File: src/rtl/restartSeqPkg.sv
package restartSeqPkg;

  typedef enum logic {
    ST_COOL = 1'b0,
    ST_RUN  = 1'b1
  } seqState_t;

  // strobes from control to datapath
  typedef struct packed {
    logic coolClr;    // restart cooldown count from zero
    logic coolInc;    // advance cooldown count by one clock
    logic useShort;   // select short cooldown length
    logic runActive;  // switches running: enable cycle counting
  } ctlStrobes_t;

endpackage

File: src/rtl/restartSeqDatapath.sv
module restartSeqDatapath
  import restartSeqPkg::*;
#(
  parameter int LONG_COOL   = 131072,
  parameter int SHORT_COOL  = 1024,
  parameter int TRIP_CYCLES = 7
) (
  input  logic        clk,
  input  logic        rstN,
  input  ctlStrobes_t strobes,
  input  logic        cycleTick,
  input  logic        csLow,
  output logic        coolDone,
  output logic        csTrip
);

  localparam int MAX_COOL = (LONG_COOL > SHORT_COOL) ? LONG_COOL : SHORT_COOL;
  localparam int CW = (MAX_COOL > 2) ? $clog2(MAX_COOL) : 1;
  localparam int TW = (TRIP_CYCLES > 1) ? $clog2(TRIP_CYCLES + 1) : 1;
  localparam logic [CW-1:0] LONG_LAST  = CW'(LONG_COOL - 1);
  localparam logic [CW-1:0] SHORT_LAST = CW'(SHORT_COOL - 1);
  localparam logic [TW-1:0] TRIP_LAST  = TW'(TRIP_CYCLES - 1);

  logic [CW-1:0] coolCnt;
  logic [CW-1:0] coolLast;
  logic [TW-1:0] consecCnt;
  logic          csLowSeen;
  logic          cycleHit;

  // cooldown length select
  generate
    if (LONG_COOL == SHORT_COOL) begin : gSameLen
      assign coolLast = LONG_LAST;
    end else begin : gTwoLen
      assign coolLast = strobes.useShort ? SHORT_LAST : LONG_LAST;
    end
  endgenerate

  assign coolDone = strobes.coolInc && (coolCnt == coolLast);

  always_ff @(posedge clk or negedge rstN) begin
    if (!rstN) begin
      coolCnt <= '0;
    end else if (strobes.coolClr) begin
      coolCnt <= '0;
    end else if (strobes.coolInc) begin
      coolCnt <= coolDone ? '0 : coolCnt + 1'b1;
    end
  end

  // hit memory inside one switching cycle
  always_ff @(posedge clk or negedge rstN) begin
    if (!rstN) begin
      csLowSeen <= 1'b0;
    end else if (!strobes.runActive || cycleTick) begin
      csLowSeen <= 1'b0;
    end else if (csLow) begin
      csLowSeen <= 1'b1;
    end
  end

  assign cycleHit = csLowSeen || csLow;

  generate
    if (TRIP_CYCLES == 1) begin : gSingleTrip
      assign consecCnt = '0;
      assign csTrip    = strobes.runActive && cycleTick && cycleHit;
    end else begin : gCountTrip
      logic [TW-1:0] consecReg;
      always_ff @(posedge clk or negedge rstN) begin
        if (!rstN) begin
          consecReg <= '0;
        end else if (!strobes.runActive) begin
          consecReg <= '0;
        end else if (cycleTick) begin
          if (!cycleHit || consecReg == TRIP_LAST) consecReg <= '0;
          else                                      consecReg <= consecReg + 1'b1;
        end
      end
      assign consecCnt = consecReg;
      assign csTrip    = strobes.runActive && cycleTick && cycleHit && (consecReg == TRIP_LAST);
    end
  endgenerate


  consec_bound_chk: assert property (@(posedge clk) disable iff (!rstN)
    consecCnt <= TRIP_LAST);


  cool_restart_chk: assert property (@(posedge clk) disable iff (!rstN)
    strobes.coolClr |=> (coolCnt == '0));


  short_bound_chk: assert property (@(posedge clk) disable iff (!rstN)
    strobes.useShort |-> (coolCnt <= SHORT_LAST));

endmodule

File: src/rtl/restartSeqControl.sv
module restartSeqControl
  import restartSeqPkg::*;
(
  input  logic        clk,
  input  logic        rstN,
  input  logic        supplyOk,
  input  logic        vinOk,
  input  logic        csHigh,
  input  logic        coolDone,
  input  logic        csTrip,
  output ctlStrobes_t strobes,
  output logic        discharge,
  output logic        runEn,
  output logic        faultOut
);

  seqState_t stateQ, stateD;
  logic      shortQ, shortD;
  logic      faultQ, faultD;
  logic      anyHold;

  assign anyHold = !supplyOk || !vinOk || csHigh;

  always_comb begin
    stateD = stateQ;
    shortD = shortQ;
    faultD = faultQ;
    unique case (stateQ)
      ST_RUN: begin
        if (!supplyOk) begin
          stateD = ST_COOL;
          shortD = 1'b1;
          faultD = 1'b1;
        end else if (!vinOk || csHigh || csTrip) begin
          stateD = ST_COOL;
          shortD = 1'b0;
          faultD = 1'b1;
        end
      end
      default: begin
        if (!supplyOk) begin
          shortD = 1'b1;
        end else if (csHigh) begin
          shortD = 1'b0;
          faultD = 1'b1;
        end
        if (!anyHold && coolDone) begin
          stateD = ST_RUN;
          shortD = 1'b0;
          faultD = 1'b0;
        end
      end
    endcase
  end

  always_ff @(posedge clk or negedge rstN) begin
    if (!rstN) begin
      stateQ <= ST_COOL;
      shortQ <= 1'b1;
      faultQ <= 1'b0;
    end else begin
      stateQ <= stateD;
      shortQ <= shortD;
      faultQ <= faultD;
    end
  end

  always_comb begin
    strobes.coolClr   = (stateQ == ST_COOL) && anyHold;
    strobes.coolInc   = (stateQ == ST_COOL) && !anyHold;
    strobes.useShort  = shortQ;
    strobes.runActive = (stateQ == ST_RUN);
  end

  assign runEn     = (stateQ == ST_RUN);
  assign discharge = (stateQ != ST_RUN);
  assign faultOut  = faultQ;


  supply_block_chk: assert property (@(posedge clk) disable iff (!rstN)
    !supplyOk |=> !runEn);


  vin_fault_chk: assert property (@(posedge clk) disable iff (!rstN)
    (runEn && supplyOk && (!vinOk || csHigh)) |=> (discharge && faultOut && !shortQ));


  fault_clear_chk: assert property (@(posedge clk) disable iff (!rstN)
    $fell(faultOut) |-> runEn);


  trip_fault_chk: assert property (@(posedge clk) disable iff (!rstN)
    (csTrip && supplyOk) |=> (discharge && faultOut));

endmodule

File: src/rtl/restartSequencer.sv
module restartSequencer
  import restartSeqPkg::*;
#(
  parameter int LONG_COOL   = 131072,
  parameter int SHORT_COOL  = 1024,
  parameter int TRIP_CYCLES = 7
) (
  input  logic clk,
  input  logic rstN,
  input  logic cycleTick,
  input  logic csLow,
  input  logic csHigh,
  input  logic vinOk,
  input  logic supplyOk,
  output logic discharge,
  output logic runEn,
  output logic faultOut
);

  ctlStrobes_t strobes;
  logic        coolDone;
  logic        csTrip;

  restartSeqControl uCtl (
    .clk      (clk),
    .rstN     (rstN),
    .supplyOk (supplyOk),
    .vinOk    (vinOk),
    .csHigh   (csHigh),
    .coolDone (coolDone),
    .csTrip   (csTrip),
    .strobes  (strobes),
    .discharge(discharge),
    .runEn    (runEn),
    .faultOut (faultOut)
  );

  restartSeqDatapath #(
    .LONG_COOL  (LONG_COOL),
    .SHORT_COOL (SHORT_COOL),
    .TRIP_CYCLES(TRIP_CYCLES)
  ) uDp (
    .clk      (clk),
    .rstN     (rstN),
    .strobes  (strobes),
    .cycleTick(cycleTick),
    .csLow    (csLow),
    .coolDone (coolDone),
    .csTrip   (csTrip)
  );


  exclusive_out_chk: assert property (@(posedge clk) disable iff (!rstN)
    !(runEn && discharge));

endmodule

File: config.mk
export PLATFORM = sky130hd
export DESIGN_NAME = restartSequencer
export DESIGN_NICKNAME = d
export VERILOG_FILES = /design/src/rtl/restartSeqPkg.sv /design/src/rtl/restartSeqDatapath.sv /design/src/rtl/restartSeqControl.sv /design/src/rtl/restartSequencer.sv
export SDC_FILE = /design/constraint.sdc
export NUM_CORES = 1
export LEC_CHECK = 0
export ABC_CLOCK_PERIOD_IN_PS = 4850
export CORE_MARGIN = 2
export CORE_UTILIZATION = 61
export CTS_CLUSTER_DIAMETER = 60
export DETAILED_ROUTE_END_ITERATION = 10
export HOLD_SLACK_MARGIN = 0.12
export PLACE_DENSITY = 0.82
export SETUP_SLACK_MARGIN = 0.05
export SYNTH_ARGS = -nofsm -noshare
export SYNTH_HDL_FRONTEND = slang
export SYNTH_SLANG_ARGS = --single-unit
File: constraint.sdc
create_clock -name clk -period 4.85 [get_ports clk]
set_input_delay 0.97 -clock clk [delete_from_list [all_inputs] [get_ports clk]]
set_output_delay 0.97 -clock clk [all_outputs]
set_load 0.05 [all_outputs]
==> results by group, run 1 <==
Synthesis
  • Syn Area/Cell: 8.84 um2
  • Synth top area share: 0.417
  • Largest cells by area after synthesis: dfrtp_1 (42%), nand2_1 (7.4%), nand3_1 (4.7%)
  • Post-Syn Area: 0.00138 mm2
  • Cells after Synth: 156
  • Synthesized flop and latch total: 24
  • Register area share after synthesis: 0.436
  • Cell taking the most area after synthesis: dfrtp_1
  • Async S/R FF share, synth: 1.00
  • Post-synth EDFFs: 0
  • YS warnings: 0
  • Synth cell types: 45
  • Post-synthesis net count: 166
  • Primary FF master, synth: dfrtp_1

Setup path
  • Worst setup SP type: register
  • Crit path max fanout: 21
  • CP endpoint kind: output port
  • Max incr delay on CP: 800 ps
  • Slowest CP cell: dfrtp_1
  • WP buf/inv: 2
  • Delay-heaviest family, CP: buffers and inverters
  • CP arrival: 2100 ps
  • RR Startpoint: uCtl.runEn$_DFF_PN0_
  • Crit path cell chain: inv_1, clkdlybuf4s50_1
  • Worst setup startpoint: uCtl.runEn$_DFF_PN0_
  • CP required: 3880 ps
  • Setup CP Type: reg2out

STA
  • Worst Setup Slack, final: 1780 ps
  • Unrepaired setup endpoints after global routing: no
  • Worst hold slack: 530 ps
  • Final setup fails: 0
  • Setup tns final: 0 ps
  • Max-slew violations: 0
  • Post-Route Skew: 5.84 ps
  • Fmax: 326 MHz
  • Final hold violations: 0
  • Min Tclk post-route: 3070 ps
  • Final Cycle Share: 0.633
  • Worst slew pin tran: 1050 ps
  • Slew Limit Headroom: 0.301

Layout
  • Area Overhead vs Synth: 9.53%
  • Most common cell after layout, fill and taps aside: nand2_1
  • Sequential cell area: 602 um2
  • Fill count: 176
  • Final-stage net count: 175
  • Final Non-Filler Cells: 192
  • Post-Route Utilization: 0.696
  • N_diodes: 0
  • Commonest cells after routing, fill and taps aside: nand2_1 (27), dfrtp_1 (23), nor2_1 (13), nand3_1 (13), o21ai_0 (13)
  • Multi-input logic area: 731 um2
  • Layout cell share with drive strength beyond 1: 0.0976

CTS
  • Total CTS buffers: 3
  • CTS-repair resized insts: 0
  • Post-CTS Setup Bufs: 0
  • CTS clk-pin slew, worst paths: 120 ps
  • Post-CTS Hold Fix Bufs: 0
  • H-tree level count: 1
  • Maximum clock insertion buffer count: 2
  • CTS sink cnt: 24
  • CTS Root Cell: clkbuf_4
  • Later-pin clock latency in the skew report: 320 ps
  • CTS tree: built

Global route
  • Vias in the first global route: 1,248
  • Initial antenna violation count: 0
  • First-pass GRT wire length: 5220 um
  • Pin count of the biggest net entering global routing: 25
  • GR Overflow Total: 0
  • Total GRT Usage: 0.261

Drt
  • Drt wl/cell: 15.4 um
  • Total length of routed wires: 2960 um
  • Via Count: 1,228
  • Detailed-route DRC error count: 0
  • Final ANT Viol Nets: 0
  • DR iter-0 viols: 41
  • Via/cell ratio: 6.40
  • DRT Pass-1 Iters: 4

Power
  • Power density cells: 207 mW/mm2
  • Lkg Pwr: 0.624 nW
  • VDD IR max: 151 uV

Die
  • Chip Height: 51.5 um
  • Number of core rows: 17
  • Die area: 0.00266 mm2
  • Die W: 51.5 um
  • Initial Util: 0.636
  • Core ar.: 0.00217 mm2
  • Ports: 10

Placed design
  • Setup WS pre-CTS: 2080 ps
  • Placed cell count: 188
  • DP Wirelength: 2120 um
  • I/O Buffers: 9
  • Gpl congestion: 0.869

Min path
  • Hold Path Origin: uCtl.faultOut$_DFFE_PN0P_
  • Worst hold path type: reg2reg

Flow run
  • Max-Cap Viols: 0

Status
  • Status: finished, final reports clean
[synth_stat cells (2+ instances only)]
cell type,instances
inv_1,7
and3_1,3
or2_2,2
ha_1,3
o221ai_1,2
o31ai_1,2
nand2b_1,2
nand4_1,3
clkbuf_1,4
a31oi_1,2
nand3_1,13
nand4_2,2
or3_1,2
nand2_1,27
dfrtp_1,23
nor2_1,13
o31a_1,2
nor3_1,3
o21ai_0,13
nor4_1,3
[cell type report]
type | instances | share of cell area
Sequential cell | 24 | 0.399
Inverter | 7 | 0.0174
Tap cell | 28 | 0.0232
Clock buffer | 4 | 0.0174
Timing Repair Buffer | 9 | 0.0597
Multi-Input combinational cell | 120 | 0.484
[path summary, 6_finish.rpt]
kind,end,slack [ps],cells after the start
setup reg to reg,uCtl.shortQ$_DFFE_PN1P_,2720,4
min in group asynchronous,uDp.consecCnt[2]$_DFFE_PN0N_,1210,1
setup / recovery,discharge,1780,2
hold / removal,uCtl.faultOut$_DFFE_PN0P_,530,2
hold reg to reg,uCtl.faultOut$_DFFE_PN0P_,530,2
max in group asynchronous,uDp.coolCnt[10]$_DFFE_PN0P_,3010,1
[flip-flops by register name, indices dropped and copies added (netlist names)]
name and cells:
uDp.csLowSeen 1, uCtl.shortQ 1, uDp.coolCnt 17, uCtl.faultOut 1, uCtl.runEn 1, uDp.consecCnt 3
[worst register-to-register path, stage by stage (launching register included)]
cell	delay, ps
dfrtp_1	650
nor2_1	270
nand3_1	430
nor4_1	520
o221ai_1	180
[report_power, final]
group          switching [mW]  internal, mW  leakage (nW)
clock network          0.0586        0.0322        0.0150
logic                  0.0117       0.00762         0.283
registers             0.00136         0.202         0.326
total                  0.0717         0.241         0.624
[through the flow]
| stage | cell area (um2) | power (mW) |
|---|---|---|
| after floorplan | 1380 | 0.215 |
| after global placement | 1480 | 0.226 |
| after detailed placement | 1480 | 0.226 |
| after CTS | 1510 | 0.315 |
| after global routing | 1510 | 0.322 |
| final | 1510 | 0.313 |
[cell families (layout without fill, tap and decap cells)]
| logic type | count (synthesis) | after routing | synth area share |
|---|---|---|---|
| compound gates | 33 | 33 | 0.168 |
| xor+xnor | 2 | 2 | 0.0127 |
| fa+ha+maj | 3 | 3 | 0.0272 |
| buf+inv | 12 | 20 | 0.0336 |
| flops | 24 | 24 | 0.436 |
| mux | 1 | 1 | 0.00726 |
| simple gates | 81 | 81 | 0.315 |
[per-layer routing]
layer  routed length, um  global-route usage  vias up
met5                   0                   0        -
met4                  42               0.140        0
met3                 142              0.0287        7
met2                1450               0.436       42
met1                1330               0.334      594
li1                    -                   -      585
Power figures use the tool's default switching activity.
==> run 2, diff against run 1 <==
--- a/config.mk
+++ b/config.mk
@@ -5,13 +5,13 @@
 export SDC_FILE = /design/constraint.sdc
 export NUM_CORES = 1
 export LEC_CHECK = 0
-export ABC_CLOCK_PERIOD_IN_PS = 4850
+export ABC_CLOCK_PERIOD_IN_PS = 2600
 export CORE_MARGIN = 2
-export CORE_UTILIZATION = 61
+export CORE_UTILIZATION = 51
 export CTS_CLUSTER_DIAMETER = 60
 export DETAILED_ROUTE_END_ITERATION = 10
 export HOLD_SLACK_MARGIN = 0.12
-export PLACE_DENSITY = 0.82
+export PLACE_DENSITY = 0.74
 export SETUP_SLACK_MARGIN = 0.05
 export SYNTH_ARGS = -nofsm -noshare
 export SYNTH_HDL_FRONTEND = slang
==> constraint.sdc (replaced) <==
create_clock -name clk -period 2.6 [get_ports clk]
set_input_delay 0.52 -clock clk [delete_from_list [all_inputs] [get_ports clk]]
set_output_delay 0.52 -clock clk [all_outputs]
set_load 0.05 [all_outputs]
==> run 2 against run 1 <==
Effect of this change:
- count of clock-buffer cells in the layout is the same
- clock skew shrank 0.97 ps
- non-clock buffer count up 3
- final cell count rose by 2.6%
- setup slack lost 1500 ps
- total power increased by 96%
- sequential share of layout area down 0.90 points
- largest cell class unchanged
- highest routed layer unchanged
==> results by group, run 2 (synthesized netlist as in run 1, its figures left out) <==
Drt
  • Total length of routed wires: 2960 um (+0.10%)
  • DRT Pass-1 Iters: 4 (unchanged)
  • Via Count: 1,213 (-1.2%)
  • Final ANT Viol Nets: 0 (unchanged)
  • Drt wl/cell: 15.0 um (-2.4%)
  • Detailed-route DRC error count: 0 (unchanged)
  • DR iter-0 viols: 73 (+78%)
  • Via/cell ratio: 6.16 (-3.7%)

Setup path
  • CP required: 2080 ps (-1800 ps)
  • Reg2reg path depth: 6 (+2)
  • Worst reg-to-reg setup slack: 750 ps (-1970 ps)
  • CP arrival: 1780 ps (-320 ps)
  • RR Startpoint: uDp.coolCnt[0]$_DFFE_PN0P_
  • Worst r2r dst: uDp.coolCnt[5]$_DFFE_PN0P_
  • Crit path max fanout: 20 (-4.8%)
  • Worst setup startpoint: uCtl.runEn$_DFF_PN0_
  • Worst setup SP type: register
  • Setup CP Type: reg2out
  • CP endpoint kind: output port

Power
  • Register share of total power: 0.617 (-0.031)
  • Net load switching power: 0.136 mW (+90%)
  • Combinational power share: 0.062 (about the same)
  • Sw Share: 0.222 (-0.00738)
  • Clock power frac: 0.321 (+0.031)
  • VDD IR max: 257 uV (+70%)
  • Lkg Pwr: 0.645 nW (+3.3%)
  • Internal Power: 0.477 mW (+98%)
  • Power density cells: 397 mW/mm2 (+91%)

STA
  • Min Tclk post-route: 2300 ps
  • Worst slew pin tran: 580 ps (-466 ps)
  • Final setup fails: 0 (unchanged)
  • Slew Limit Headroom: 0.610 (+0.309)
  • Unrepaired setup endpoints after global routing: no
  • Setup tns final: 0 ps (unchanged)
  • Post-Route Skew: 4.87 ps (-0.972 ps)
  • Final hold violations: 0 (unchanged)
  • Fmax: 435 MHz
  • Final Cycle Share: 0.885
  • Max-slew violations: 0 (unchanged)

Min path
  • Min-Delay Path Depth: 2 (unchanged)
  • Worst hold path type: reg2reg
  • Hold Path Origin: uCtl.faultOut$_DFFE_PN0P_
  • Hold path endpoint: uCtl.faultOut$_DFFE_PN0P_

Layout
  • Regs by FF count: uDp.coolCnt: 17 flops, uDp.consecCnt: 3 flops
  • Largest register FFs: 17 (unchanged)
  • Largest register by flop count: uDp.coolCnt
  • Post-route cell area: 0.00155 mm2 (+2.3%)
  • Commonest cells after routing, fill and taps aside: nand2_1 (27), dfrtp_1 (23), nor2_1 (13), nand3_1 (13), o21ai_0 (13)
  • N_diodes: 0 (unchanged)
  • Area Overhead vs Synth: 12.1%
  • Most common cell after layout, fill and taps aside: nand2_1
  • Post-Route Utilization: 0.613 (-0.0835)
  • Final-stage net count: 178 (+1.7%)
  • Layout cell share with drive strength beyond 1: 0.120 (+0.0222)

Flow run
  • Max-Cap Viols: 0 (unchanged)

Die
  • Number of core rows: 18 (+1)
  • Die W: 56.0 um (+8.6%)
  • Chip Height: 56.0 um (+8.6%)
  • Die area: 0.00314 mm2 (+18%)
  • Core ar.: 0.00252 mm2 (+16%)
  • Initial Util: 0.547 (-0.0889)
  • Ports: 10 (unchanged)

CTS
  • Total CTS buffers: 3 (unchanged)
  • Maximum clock insertion buffer count: 2 (unchanged)
  • CTS Root Cell: clkbuf_4
  • H-tree level count: 1 (unchanged)
  • CTS-repair resized insts: 0 (unchanged)
  • CTS tree: built
  • Post-CTS Setup Bufs: 0 (unchanged)
  • CTS clk-pin slew, worst paths: 130 ps (about the same)
  • Post-CTS Hold Fix Bufs: 0 (unchanged)
  • Later-pin clock latency in the skew report: 310 ps (about the same)
  • CTS sink cnt: 24 (unchanged)

Global route
  • GR Overflow Total: 0 (unchanged)
  • Total GRT Usage: 0.211 (-0.0507)
  • Pin count of the biggest net entering global routing: 25 (unchanged)
  • Vias in the first global route: 1,185 (-5.0%)
  • Initial antenna violation count: 0 (unchanged)
  • First-pass GRT wire length: 5360 um (+2.8%)

Placed design
  • Area after DPL: 0.00151 mm2 (+1.7%)
  • Gpl congestion: 0.905 (+4.1%)
  • I/O Buffers: 9 (unchanged)
  • DP Wirelength: 2100 um (-0.89%)

Status
  • Status: finished, final reports clean
-- run 2: layout make-up --
| class | instances | area (um2) |
|---|---|---|
| fill | 226 | 977 |
| multi-input combinational | 120 | 731 |
| sequential | 24 | 602 |
| timing repair buffer | 12 | 113 |
| tap | 30 | 37.5 |
| clock buffer | 4 | 36.3 |
| inverter | 7 | 26.3 |
-- run 2: how the worst max path moves through the flow --
stage,to,slack (ps),depth (start not counted)
floorplan,discharge,810,2
detailed placement,uDp.coolCnt[0]$_DFFE_PN0P_,450,5
finish,runEn,300,2
global placement,uCtl.shortQ$_DFFE_PN1P_,490,5
CTS,runEn,290,2
global route,runEn,250,2
-- run 2: routing by layer --
layer	GRT usage	wire length, um	part of all wire
met3	0.0256	129	0.044
met5	0	0	0
met4	0.0510	23	0.0078
met2	0.326	1420	0.48
met1	0.315	1390	0.47
-- run 2: power by group through the flow --
stage	sequential (mW)	combinational, mW	clock (mW)
2_1_floorplan	0.385	0.0154	0
3_3_place_gp	0.386	0.0373	0
3_5_place_dp	0.386	0.0384	0
4_1_cts	0.379	0.0384	0.204
5_1_grt	0.379	0.0440	0.222
6_report	0.379	0.0380	0.197
-- run 2: metrics by stage --
stage | std cells | hold slack, ps | setup WS [ps] | power, mW
2_1_floorplan | 156 | 224 | 807 | 0.400
3_3_place_gp | 193 | 490 | 487 | 0.423
3_5_place_dp | 193 | 486 | 451 | 0.424
4_1_cts | 197 | 516 | 291 | 0.621
5_1_grt | 197 | 559 | 252 | 0.645
6_report | 197 | 510 | 300 | 0.613
-- run 2: critical path, cell delays in order (launching register included) --
cell             delay [ps]
dfrtp_1                 370
buf_4                   250
clkdlybuf4s50_1         840
==> run 3, diff against run 2 <==
--- a/config.mk
+++ b/config.mk
@@ -6,7 +6,7 @@
 export NUM_CORES = 1
 export LEC_CHECK = 0
 export ABC_CLOCK_PERIOD_IN_PS = 2600
-export CORE_MARGIN = 2
+export CORE_MARGIN = 1
 export CORE_UTILIZATION = 51
 export CTS_CLUSTER_DIAMETER = 60
 export DETAILED_ROUTE_END_ITERATION = 10
==> run 3 against run 2 <==
Effect of this change:
- via count rose by 0.16%
- combinational power is essentially flat
- fmax up 1.0%
- die area shrank 7.0%
- routed wire length is 1.5% higher
- critical path depth stayed put
- design area rose by 1.1%
- first-iteration DRC count decreased by 62%
- total power rose by 13%
- clock power is 40% higher
==> results by group, run 3 (synthesized netlist as in run 1, its figures left out) <==
Status
  • Status: finished, final reports clean

Setup path
  • WP buf/inv: 2 (unchanged)
  • Slowest CP cell: clkdlybuf4s50_1
  • Reg2reg path depth: 5 (-1)
  • CP arrival: 1760 ps (-20 ps)
  • Setup CP Type: reg2out
  • Crit path cell chain: buf_4, clkdlybuf4s50_1
  • Worst r2r dst: uCtl.shortQ$_DFFE_PN1P_
  • CP endpoint kind: output port
  • Crit path depth: 2 (unchanged)
  • Delay-heaviest family, CP: buffers and inverters
  • Worst reg-to-reg setup slack: 750 ps (about the same)
  • CP required: 2080 ps (about the same)
  • Worst setup SP type: register
  • RR Startpoint: uDp.coolCnt[12]$_DFFE_PN0P_
  • Crit path max fanout: 20 (unchanged)
  • Max incr delay on CP: 840 ps (about the same)

CTS
  • CTS clk-pin slew, worst paths: 140 ps (about the same)
  • CTS Root Cell: clkbuf_4
  • Post-CTS Hold Fix Bufs: 0 (unchanged)
  • Total CTS buffers: 3 (unchanged)
  • Later-pin clock latency in the skew report: 320 ps (about the same)
  • CTS-repair resized insts: 0 (unchanged)
  • CTS tree: built
  • H-tree level count: 1 (unchanged)
  • Maximum clock insertion buffer count: 2 (unchanged)
  • CTS sink cnt: 24 (unchanged)
  • Post-CTS Setup Bufs: 0 (unchanged)

Global route
  • Routing usage on met2: 0.377 (+0.0505)
  • Vias in the first global route: 1,045 (-12%)
  • Met3 Usage GRT: 0.0254 (-0.000158)
  • GR Overflow Total: 0 (unchanged)
  • First-pass GRT wire length: 4720 um (-12%)
  • Total GRT Usage: 0.231 (+0.0198)
  • Pin count of the biggest net entering global routing: 21 (-16%)
  • Top Usage Layer GRT: met2
  • Initial antenna violation count: 0 (unchanged)
  • Met1 Use GR: 0.317 (+0.00189)

Layout
  • Sequential cell area: 602 um2 (unchanged)
  • Regs by FF count: uDp.coolCnt: 17 flops, uDp.consecCnt: 3 flops
  • Commonest cells after routing, fill and taps aside: nand2_1 (27), dfrtp_1 (23), nor2_1 (13), nand3_1 (13), o21ai_0 (13)
  • Post-route cell area: 0.00156 mm2 (+1.1%)
  • Multi-input logic area: 731 um2 (unchanged)
  • Final-stage net count: 178 (unchanged)
  • Largest register FFs: 17 (unchanged)
  • Most common cell after layout, fill and taps aside: nand2_1
  • N_diodes: 0 (unchanged)
  • Final Non-Filler Cells: 197 (unchanged)
  • Post-Route Utilization: 0.619 (+0.00645)
  • Area Overhead vs Synth: 13.2%
  • Fill count: 228 (+0.88%)
  • Largest register by flop count: uDp.coolCnt
  • Layout cell share with drive strength beyond 1: 0.120 (unchanged)

STA
  • Slew Limit Headroom: 0.588 (-0.0215)
  • Worst hold slack: 499 ps (-11.5 ps)
  • Worst Setup Slack, final: 323 ps (+23.2 ps)
  • Max-slew violations: 0 (unchanged)
  • Final Cycle Share: 0.876 (-0.00894)
  • Setup tns final: 0 ps (unchanged)
  • Final setup fails: 0 (unchanged)
  • Unrepaired setup endpoints after global routing: no
  • Worst slew pin tran: 618 ps (+37.6 ps)
  • Final hold violations: 0 (unchanged)
  • Min Tclk post-route: 2280 ps (-23.2 ps)
  • Fmax: 439 MHz (+1.0%)
  • Post-Route Skew: 9.69 ps (+4.82 ps)

Die
  • Core ar.: 0.00252 mm2 (unchanged)
  • Chip Height: 54.0 um (-3.6%)
  • Number of core rows: 18 (unchanged)
  • Die area: 0.00292 mm2 (-7.0%)
  • Ports: 10 (unchanged)
  • Die W: 54.0 um (-3.6%)
  • Initial Util: 0.547 (unchanged)

Drt
  • Total length of routed wires: 3010 um (+1.5%)
  • Final ANT Viol Nets: 0 (unchanged)
  • Via/cell ratio: 6.17 (+0.16%)
  • Drt wl/cell: 15.3 um (+1.5%)
  • Detailed-route DRC error count: 0 (unchanged)
  • Via Count: 1,215 (+0.16%)
  • DRT Pass-1 Iters: 4 (unchanged)
  • DR iter-0 viols: 28 (-62%)

Power
  • Combinational power share: 0.055 (-0.007)
  • Sw Share: 0.207 (-0.0142)
  • Net load switching power: 0.143 mW (+5.5%)
  • Total power: 0.691 mW (+13%)
  • Lkg Pwr: 0.652 nW (+1.1%)
  • Clock power frac: 0.397 (+0.076)
  • VDD IR max: 405 uV (+58%)
  • Internal Power: 0.548 mW (+15%)
  • Register share of total power: 0.548 (-0.069)
  • Power density cells: 443 mW/mm2 (+12%)

Placed design
  • I/O Buffers: 9 (unchanged)
  • Setup WS pre-CTS: 433 ps (-18.5 ps)
  • Gpl congestion: 0.864 (-4.6%)
  • Area after DPL: 0.00151 mm2 (unchanged)
  • DP Wirelength: 2150 um (+2.4%)
  • Placed cell count: 193 (unchanged)

Min path
  • Worst hold path type: in2async

Flow run
  • Max-Cap Viols: 0 (unchanged)
==> run 3: worst max path at each step <==
stage / from / endpoint / slack (ps)
after detailed placement: csHigh / uDp.coolCnt[9]$_DFFE_PN0P_ / 430
after global placement: csHigh / uCtl.shortQ$_DFFE_PN1P_ / 480
after CTS: uCtl.runEn$_DFF_PN0_ / runEn / 320
after floorplan: uCtl.runEn$_DFF_PN0_ / discharge / 810
after global routing: uCtl.runEn$_DFF_PN0_ / runEn / 280
final: uCtl.runEn$_DFF_PN0_ / runEn / 320
==> run 3: area by class of cell <==
class                   count  area share
multi-input cells         120       0.468
flip-flops and latches     24       0.385
repair buffers             12      0.0721
well taps                  30      0.0240
clock inverters             1      0.0192
inverters                   7      0.0168
clock buffers               3      0.0144
==> run 3: routing by layer <==
layer  wire, um  share of wire
met2       1420           0.47
met1       1410           0.47
met4         36          0.012
met3        136          0.045
met5          0              0
==> run 3: worst reg2reg max path: stages (launching register included) <==
cell and delay, ps:
dfrtp_1 490, nor4_1 290, and4_1 260, nor2_1 90
nor4_1 440, o221ai_1 210
==> run 3: power groups by stage <==
stage	Combinational (mW)	Clock (mW)	Sequential [mW]
after CTS	0.0385	0.278	0.379
after global placement	0.0372	0	0.386
after global routing	0.0428	0.286	0.379
after detailed placement	0.0383	0	0.386
final	0.0380	0.275	0.379
after floorplan	0.0154	0	0.385
